`src/rtl/gpio_irq_pkg.sv`:
```
package gpio_irq_pkg;

  typedef enum logic [7:0] {
    OFS_DIR  = 8'h00,
    OFS_KIND = 8'h04,
    OFS_POL  = 8'h08,
    OFS_RISE = 8'h0C,
    OFS_FALL = 8'h10,
    OFS_IN   = 8'h14,
    OFS_SET  = 8'h18,
    OFS_CLR  = 8'h1C,
    OFS_OUT  = 8'h20,
    OFS_MASK = 8'h28,
    OFS_EN   = 8'h2C,
    OFS_STAT = 8'h30,
    OFS_ACK  = 8'h34
  } reg_ofs_e;

  // per-pin trigger configuration
  typedef struct packed {
    logic lvl;   // 1: level mode, 0: edge mode
    logic pol;   // level polarity, 1 = high active
    logic rise;  // edge mode: rising transition arms
    logic fall;  // edge mode: falling transition arms
  } trig_cfg_t;

endpackage

```
`src/rtl/gpio_irq_sync.sv`:
```
module gpio_irq_sync #(
  parameter int NPIN   = 16,
  parameter int STAGES = 2
) (
  input  logic            clk,
  input  logic            rst_n,
  input  logic [NPIN-1:0] pin_in,
  output logic [NPIN-1:0] sync_q,
  output logic [NPIN-1:0] prev_q
);
  localparam int CW = $clog2(STAGES + 1) + 1;

  logic [NPIN-1:0] stage_q [STAGES];
  logic [NPIN-1:0] stage_d [STAGES];
  logic [NPIN-1:0] prev_d;

  always_comb begin
    stage_d[0] = pin_in;
    for (int s = 1; s < STAGES; s++) stage_d[s] = stage_q[s-1];
    prev_d = stage_q[STAGES-1];
  end

  always_ff @(posedge clk or negedge rst_n) begin
    if (!rst_n) begin
      for (int s = 0; s < STAGES; s++) stage_q[s] <= '0;
      prev_q <= '0;
    end else begin
      for (int s = 0; s < STAGES; s++) stage_q[s] <= stage_d[s];
      prev_q <= prev_d;
    end
  end

  assign sync_q = stage_q[STAGES-1];

  // checker: cycles since reset, saturating at STAGES
  logic [CW-1:0] since_rst_q;
  always_ff @(posedge clk or negedge rst_n) begin
    if (!rst_n) since_rst_q <= '0;
    else if (since_rst_q != CW'(STAGES)) since_rst_q <= since_rst_q + 1'b1;
  end

  // synchronised value is the pin level STAGES edges earlier
  p_sync_delay_r4: assert property (@(posedge clk) disable iff (!rst_n)
    (since_rst_q == CW'(STAGES)) |-> (sync_q == $past(pin_in, STAGES)));

endmodule

```
`src/rtl/gpio_irq_detect.sv`:
```
module gpio_irq_detect
  import gpio_irq_pkg::*;
#(
  parameter int NPIN = 16
) (
  input  logic                 clk,
  input  logic                 rst_n,
  input  logic      [NPIN-1:0] sync_q,
  input  logic      [NPIN-1:0] prev_q,
  input  trig_cfg_t [NPIN-1:0] cfg,
  input  logic      [NPIN-1:0] ack_bits,
  output logic      [NPIN-1:0] pend_q
);
  logic [NPIN-1:0] pend_d;
  logic [NPIN-1:0] lvl_vec;
  logic [NPIN-1:0] armed_vec;

  for (genvar g = 0; g < NPIN; g++) begin : g_pin
    logic lvl_hit, rise_hit, fall_hit, edge_hit;
    assign lvl_hit  = cfg[g].lvl && (sync_q[g] == cfg[g].pol);
    assign rise_hit = cfg[g].rise && sync_q[g] && !prev_q[g];
    assign fall_hit = cfg[g].fall && !sync_q[g] && prev_q[g];
    assign edge_hit = !cfg[g].lvl && (rise_hit || fall_hit);
    // an edge on the acknowledge cycle survives; a level re-arms one cycle later
    assign pend_d[g] = (pend_q[g] && !ack_bits[g]) || edge_hit ||
                       (lvl_hit && !ack_bits[g]);
    assign lvl_vec[g]   = cfg[g].lvl;
    assign armed_vec[g] = cfg[g].rise || cfg[g].fall;
  end

  always_ff @(posedge clk or negedge rst_n) begin
    if (!rst_n) pend_q <= '0;
    else        pend_q <= pend_d;
  end

  // an edge-mode pending bit holds until acknowledged
  p_edge_hold_r9: assert property (@(posedge clk) disable iff (!rst_n)
    (($past(pend_q) & ~$past(ack_bits) & ~$past(lvl_vec)) & ~pend_q) == '0);

  // an edge-mode pin with no transition enabled never becomes pending
  p_no_spurious_r6: assert property (@(posedge clk) disable iff (!rst_n)
    ((~$past(pend_q) & ~$past(lvl_vec) & ~$past(armed_vec)) & pend_q) == '0);

endmodule

```
`src/rtl/gpio_irq_regs.sv`:
```
module gpio_irq_regs
  import gpio_irq_pkg::*;
#(
  parameter int NPIN = 16,
  parameter int AW   = 8
) (
  input  logic                 clk,
  input  logic                 rst_n,
  input  logic                 bus_wr,
  input  logic      [AW-1:0]   bus_addr,
  input  logic      [NPIN-1:0] bus_wdata,
  output logic      [NPIN-1:0] bus_rdata,
  input  logic      [NPIN-1:0] sync_q,
  input  logic      [NPIN-1:0] pend_q,
  output logic      [NPIN-1:0] dir_q,
  output logic      [NPIN-1:0] out_q,
  output logic      [NPIN-1:0] mask_q,
  output logic      [NPIN-1:0] status,
  output logic      [NPIN-1:0] ack_bits,
  output trig_cfg_t [NPIN-1:0] cfg
);
  logic hit_dir, hit_kind, hit_pol, hit_rise, hit_fall;
  logic hit_set, hit_clr, hit_mask, hit_en, hit_ack;

  logic [NPIN-1:0] kind_q, pol_q, rise_q, fall_q, en_q;
  logic [NPIN-1:0] out_d;
  logic            out_ce;

  // address decode
  always_comb begin
    hit_dir  = bus_wr && (bus_addr == AW'(OFS_DIR));
    hit_kind = bus_wr && (bus_addr == AW'(OFS_KIND));
    hit_pol  = bus_wr && (bus_addr == AW'(OFS_POL));
    hit_rise = bus_wr && (bus_addr == AW'(OFS_RISE));
    hit_fall = bus_wr && (bus_addr == AW'(OFS_FALL));
    hit_set  = bus_wr && (bus_addr == AW'(OFS_SET));
    hit_clr  = bus_wr && (bus_addr == AW'(OFS_CLR));
    hit_mask = bus_wr && (bus_addr == AW'(OFS_MASK));
    hit_en   = bus_wr && (bus_addr == AW'(OFS_EN));
    hit_ack  = bus_wr && (bus_addr == AW'(OFS_ACK));
  end

  // next state of the output latch
  always_comb begin
    out_ce = hit_set || hit_clr;
    if (hit_set) out_d = out_q | bus_wdata;
    else         out_d = out_q & ~bus_wdata;
  end

  assign ack_bits = hit_ack ? bus_wdata : '0;

  always_ff @(posedge clk or negedge rst_n) begin
    if (!rst_n) begin
      dir_q  <= '0;
      kind_q <= '0;
      pol_q  <= '0;
      rise_q <= '0;
      fall_q <= '0;
      out_q  <= '0;
      mask_q <= '1;
      en_q   <= '0;
    end else begin
      if (hit_dir)  dir_q  <= bus_wdata;
      if (hit_kind) kind_q <= bus_wdata;
      if (hit_pol)  pol_q  <= bus_wdata;
      if (hit_rise) rise_q <= bus_wdata;
      if (hit_fall) fall_q <= bus_wdata;
      if (out_ce)   out_q  <= out_d;
      if (hit_mask) mask_q <= bus_wdata;
      if (hit_en)   en_q   <= bus_wdata;
    end
  end

  for (genvar g = 0; g < NPIN; g++) begin : g_cfg
    assign cfg[g].lvl  = kind_q[g];
    assign cfg[g].pol  = pol_q[g];
    assign cfg[g].rise = rise_q[g];
    assign cfg[g].fall = fall_q[g];
  end

  assign status = pend_q & ~mask_q & en_q;

  // read mux
  always_comb begin
    case (bus_addr)
      AW'(OFS_DIR):  bus_rdata = dir_q;
      AW'(OFS_KIND): bus_rdata = kind_q;
      AW'(OFS_POL):  bus_rdata = pol_q;
      AW'(OFS_RISE): bus_rdata = rise_q;
      AW'(OFS_FALL): bus_rdata = fall_q;
      AW'(OFS_IN):   bus_rdata = sync_q;
      AW'(OFS_OUT):  bus_rdata = out_q;
      AW'(OFS_MASK): bus_rdata = mask_q;
      AW'(OFS_EN):   bus_rdata = en_q;
      AW'(OFS_STAT): bus_rdata = status;
      default:       bus_rdata = '0;
    endcase
  end

  // set port raises every addressed bit
  p_set_port_r3: assert property (@(posedge clk) disable iff (!rst_n)
    hit_set |=> ((out_q & $past(bus_wdata)) == $past(bus_wdata)));

  // clear port lowers every addressed bit, leaves others
  p_clr_port_r3: assert property (@(posedge clk) disable iff (!rst_n)
    hit_clr |=> (((out_q & $past(bus_wdata)) == '0) &&
                 ((out_q & ~$past(bus_wdata)) == ($past(out_q) & ~$past(bus_wdata)))));

endmodule

```
`src/rtl/gpio_irq_ctrl.sv`:
```
module gpio_irq_ctrl
  import gpio_irq_pkg::*;
#(
  parameter int NPIN   = 16,
  parameter int AW     = 8,
  parameter int STAGES = 2
) (
  input  logic            clk,
  input  logic            rst_n,
  input  logic            bus_wr,
  input  logic [AW-1:0]   bus_addr,
  input  logic [NPIN-1:0] bus_wdata,
  output logic [NPIN-1:0] bus_rdata,
  input  logic [NPIN-1:0] pin_in,
  output logic [NPIN-1:0] pin_out,
  output logic [NPIN-1:0] pin_oe,
  output logic            irq
);
  logic      [NPIN-1:0] sync_q, prev_q, pend_q, ack_bits, status, mask_q;
  trig_cfg_t [NPIN-1:0] cfg;

  gpio_irq_sync #(.NPIN(NPIN), .STAGES(STAGES)) u_sync (
    .clk(clk), .rst_n(rst_n), .pin_in(pin_in),
    .sync_q(sync_q), .prev_q(prev_q)
  );

  gpio_irq_detect #(.NPIN(NPIN)) u_detect (
    .clk(clk), .rst_n(rst_n), .sync_q(sync_q), .prev_q(prev_q),
    .cfg(cfg), .ack_bits(ack_bits), .pend_q(pend_q)
  );

  gpio_irq_regs #(.NPIN(NPIN), .AW(AW)) u_regs (
    .clk(clk), .rst_n(rst_n), .bus_wr(bus_wr), .bus_addr(bus_addr),
    .bus_wdata(bus_wdata), .bus_rdata(bus_rdata), .sync_q(sync_q),
    .pend_q(pend_q), .dir_q(pin_oe), .out_q(pin_out), .mask_q(mask_q),
    .status(status), .ack_bits(ack_bits), .cfg(cfg)
  );

  assign irq = |status;

  // a direction write appears on the output enables next cycle
  p_dir_oe_r2: assert property (@(posedge clk) disable iff (!rst_n)
    (bus_wr && (bus_addr == AW'(OFS_DIR))) |=> (pin_oe == $past(bus_wdata)));

  // a fully set mask keeps the interrupt line low
  p_mask_blocks_r7: assert property (@(posedge clk) disable iff (!rst_n)
    (&mask_q) |-> !irq);

endmodule

```
`config.mk`:
```
export PLATFORM = sky130hd
export DESIGN_NAME = gpio_irq_ctrl
export DESIGN_NICKNAME = d
export VERILOG_FILES = /design/src/rtl/gpio_irq_pkg.sv /design/src/rtl/gpio_irq_sync.sv /design/src/rtl/gpio_irq_detect.sv /design/src/rtl/gpio_irq_regs.sv /design/src/rtl/gpio_irq_ctrl.sv
export SDC_FILE = /design/constraint.sdc
export NUM_CORES = 1
export LEC_CHECK = 0
export ABC_AREA = 0
export BUFFER_PORTS_ARGS = -buffer_cell sky130_fd_sc_hd__clkbuf_2
export CORE_UTILIZATION = 40
export DETAILED_ROUTE_END_ITERATION = 10
export PLACE_DENSITY_LB_ADDON = 0.1
export SKIP_CTS_REPAIR_TIMING = 1
export SYNTH_ARGS = -nofsm -noshare
export SYNTH_HDL_FRONTEND = slang
export SYNTH_SLANG_ARGS = --single-unit
```
`constraint.sdc`:
```
create_clock -name clk -period 2.8 [get_ports clk]
set_clock_uncertainty 0.2 [all_clocks]
set_input_delay 0.14 -clock clk [delete_from_list [all_inputs] [get_ports clk]]
set_output_delay 0.14 -clock clk [all_outputs]
set_load 0.05 [all_outputs]
```
==> metrics.md <==
| Metric | Value |
|---|---|
| Most common cell after layout, fill and taps aside | dfrtp_1 |
| Post-synthesis sequential area ratio | 54.0% |
| Final hold vios | 0 |
| Crit path DAT | roughly 2200 ps |
| Setup TNS | 0 ps |
| Hpwl dp | around 18000 um |
| Routed via count | 6554 |
| Syn Nets | just under 800 |
| Final ANT Viol Nets | 0 |
| H-tree depth | 4 |
| Kind of critical path | in2out |
| Synth Area per Inst | 12.2 um^2 |
| Layout cell share with drive strength beyond 1 | a little over a third |
| Gpl congestion | roughly 0.84 |
| Worst setup SP type | input port |
| Met1 WL | 11900 um |
| Worst-Skew Late Latency | ~440 ps |
| Initial DRC count | 432 |
| Initial antenna violation count | 0 |
| Met3 wire len | ~1300 um |
| Clock Tree Root | clkbuf_16 |
| Final Setup Violations | 0 |
| Mapped Cells | about 730 |
| Area growth from synthesis to layout | 22.5% |
| Clock net sink count | 192 |
| Tcrit/Tclk final | 89.0% |
| DR top layer | met4 |
| Max Clock Freq | roughly 0.4 GHz |
| Placed insts | between 1k and 1.5k |
| Reg2reg end | u_detect.pend_q[10] |
| Num ports | between 90 and 100 |
| Post-DR wirelength/cell | 22.4 um |
| Pre-CTS setup slack | 312 ps |
| Crit-path max FO | 22 |
| Metal2 WL | roughly 12000 um |
| Site Rows | between 50 and 60 |
| Total CTS buffers | 17 |
| Slew margin rel. | 52.3% |
| Worst hold path type | in2async |
| Die footprint | approximately 23000 um^2 |
| Crit end category | output port |
| N_diodes | 0 |
| Gr usage total | a little under a quarter |
| TritonCTS clock tree | yes |
| Cell area after placement | about 10000 um^2 |
| WL final | between 20000 and 30000 um |
| Hold_ws | 87.5 ps |
| Commonest non-fill, non-tap cells in the layout | dfrtp_1, mux2_2, clkbuf_2, nand2_1, o21ai_0 |
| Die Y | between 150 and 200 um |
| DRT Pass-1 Iters | 5 |
| Fin cells | 1156 |
| PD cells | around 560 nW/um^2 |
| Reg-to-Reg Start | u_sync.sync_q[10] |
| Post-route cell area | ~11000 um^2 |
| CP required | between 2000 and 2500 ps |
| Max IR drop VDD | around 0.00029 V |
| Worst stage delay on the critical path | about 580 ps |
| Leakage | roughly 5 nW |
| Status | finished, final reports clean |
| First-pass GRT wire length | 39400 um |
| Yosys reg bits | between 150 and 200 |
| R2R Setup Slk | 1510 ps |
| Cells along the critical path | clkbuf_2, buf_12, inv_1, nand2_1, o21ai_0, buf_12 |
| FFs w/ async S/R, synth | 100% |
| Min Tclk post-route | ~2500 ps |
| Clk slew on worst S/H paths | 80 ps |
| Core ar. | 21900 um^2 |
| EDFF count, synth | 0 |
| Critical Path Slowest Stage Cell | o21ai_0 |
| Max-cap violations | 0 |
| Worst slew pin tran | roughly 700 ps |
| DR vias/cell | 5.67 |
| Synthesized cell area | ~8900 um^2 |
| Unrepaired setup endpoints after global routing | false |
| Slew Viols, Final | 0 |
| Via count of the first global-routing pass | ~6.5k |
| Cell mode on critical path | buf_12 |
| Fin nets | ~910 |
| R2R depth | 4 |
| Drc violations | 0 |
| Yosys cell types | between 50 and 60 |
| Synth Flop Type | dfrtp_1 |
| Synth warn | 0 |
| Largest net degree at the start of global routing | 78 |
| CTS Buffer Depth | 2 |
| Port bufs | 91 |
| Starting Density | approximately two fifths |
| Setup ws final | about 310 ps |
| Congestion Overflow GR | 0 |
| Die width | roughly 150 um |
synth_stat cells (all sizes together), types with 5 or more instances:
cell / instances / area, um^2
a21o: 16 / 120
a21oi: 27 / 135
a221oi: 6 / 52.6
a22o: 20 / 175
a22oi: 9 / 67.6
a31oi: 5 / 31.3
buf: 24 / 148
clkbuf: 23 / 86.3
dfrtp: 176 / 4400
dfstp: 16 / 420
mux2: 121 / 1400
mux2i: 28 / 280
nand2: 77 / 297
nand3: 15 / 97.6
nand3b: 12 / 90.1
nor2: 20 / 98.8
nor3: 14 / 97.6
o21ai: 43 / 215
o22a: 18 / 158
o22ai: 7 / 43.8
xnor2: 16 / 140
registers in the layout, summed over array words and instances, names as in the netlist, named ones only:
signal,flops
u_regs.rise_q,16
u_regs.en_q,16
u_regs.fall_q,16
u_sync.prev_q,16
u_regs.dir_q,16
u_sync.sync_q,16
u_sync.stage_d,16
u_regs.kind_q,16
u_regs.mask_q,16
u_regs.pol_q,16
u_detect.pend_q,16
cell type report:
class	count	area [um^2]
Fill cell	1952	10900
Sequential cell	192	4820
Multi-Input combinational cell	492	3870
Timing Repair Buffer	157	1300
Clock buffer	22	464
Tap cell	280	350
Clock inverter	10	126
Inverter	3	11.3
where the power goes:
part	switching, mW	internal, mW	leakage, nW
Combinational	0.390	0.250	2.30
Sequential	0.116	2.91	2.41
Clock	1.12	1.38	0.284
worst max path at each step:
stage	start	endpoint	cells past startpoint
4_1_cts	bus_addr[3]	bus_rdata[12]	6
6_report	bus_addr[3]	bus_rdata[6]	6
5_1_grt	bus_addr[3]	bus_rdata[6]	6
3_3_place_gp	bus_addr[3]	bus_rdata[6]	6
3_5_place_dp	bus_addr[3]	bus_rdata[12]	6
2_1_floorplan	bus_addr[4]	bus_rdata[13]	6
cell families after synthesis:
family                    synth area share [%]
DFF                                       54.0
and+or+nand+nor                           9.74
buffers and inverters                     2.75
AOI/OAI and AO/OA                         12.6
xor gates and xnor gates                  1.57
muxes                                     19.3
per-stage QoR:
stage	utilization, %	power [mW]
5_1_grt	50.0	6.40
4_1_cts	48.5	6.18
2_1_floorplan	-	3.43
6_report	50.0	6.17
3_3_place_gp	45.8	3.67
3_5_place_dp	45.8	3.69
critical path, delay by kind of cell:
kind | cells | cell delay [ps]
AND/OR/NAND/NOR | 1 | 500
buffers and inverters | 4 | 910
AO/OA/AOI/OAI | 1 | 580
per-layer routing:
| metal | vias up | global-route usage, % |
|---|---|---|
| met5 | - | 0 |
| met2 | 220 | 37.4 |
| met4 | 0 | 6.70 |
| met3 | 30 | 4.13 |
| met1 | 3349 | 32.9 |
| li1 | 2955 | - |
(Power assumes the default switching activity.)
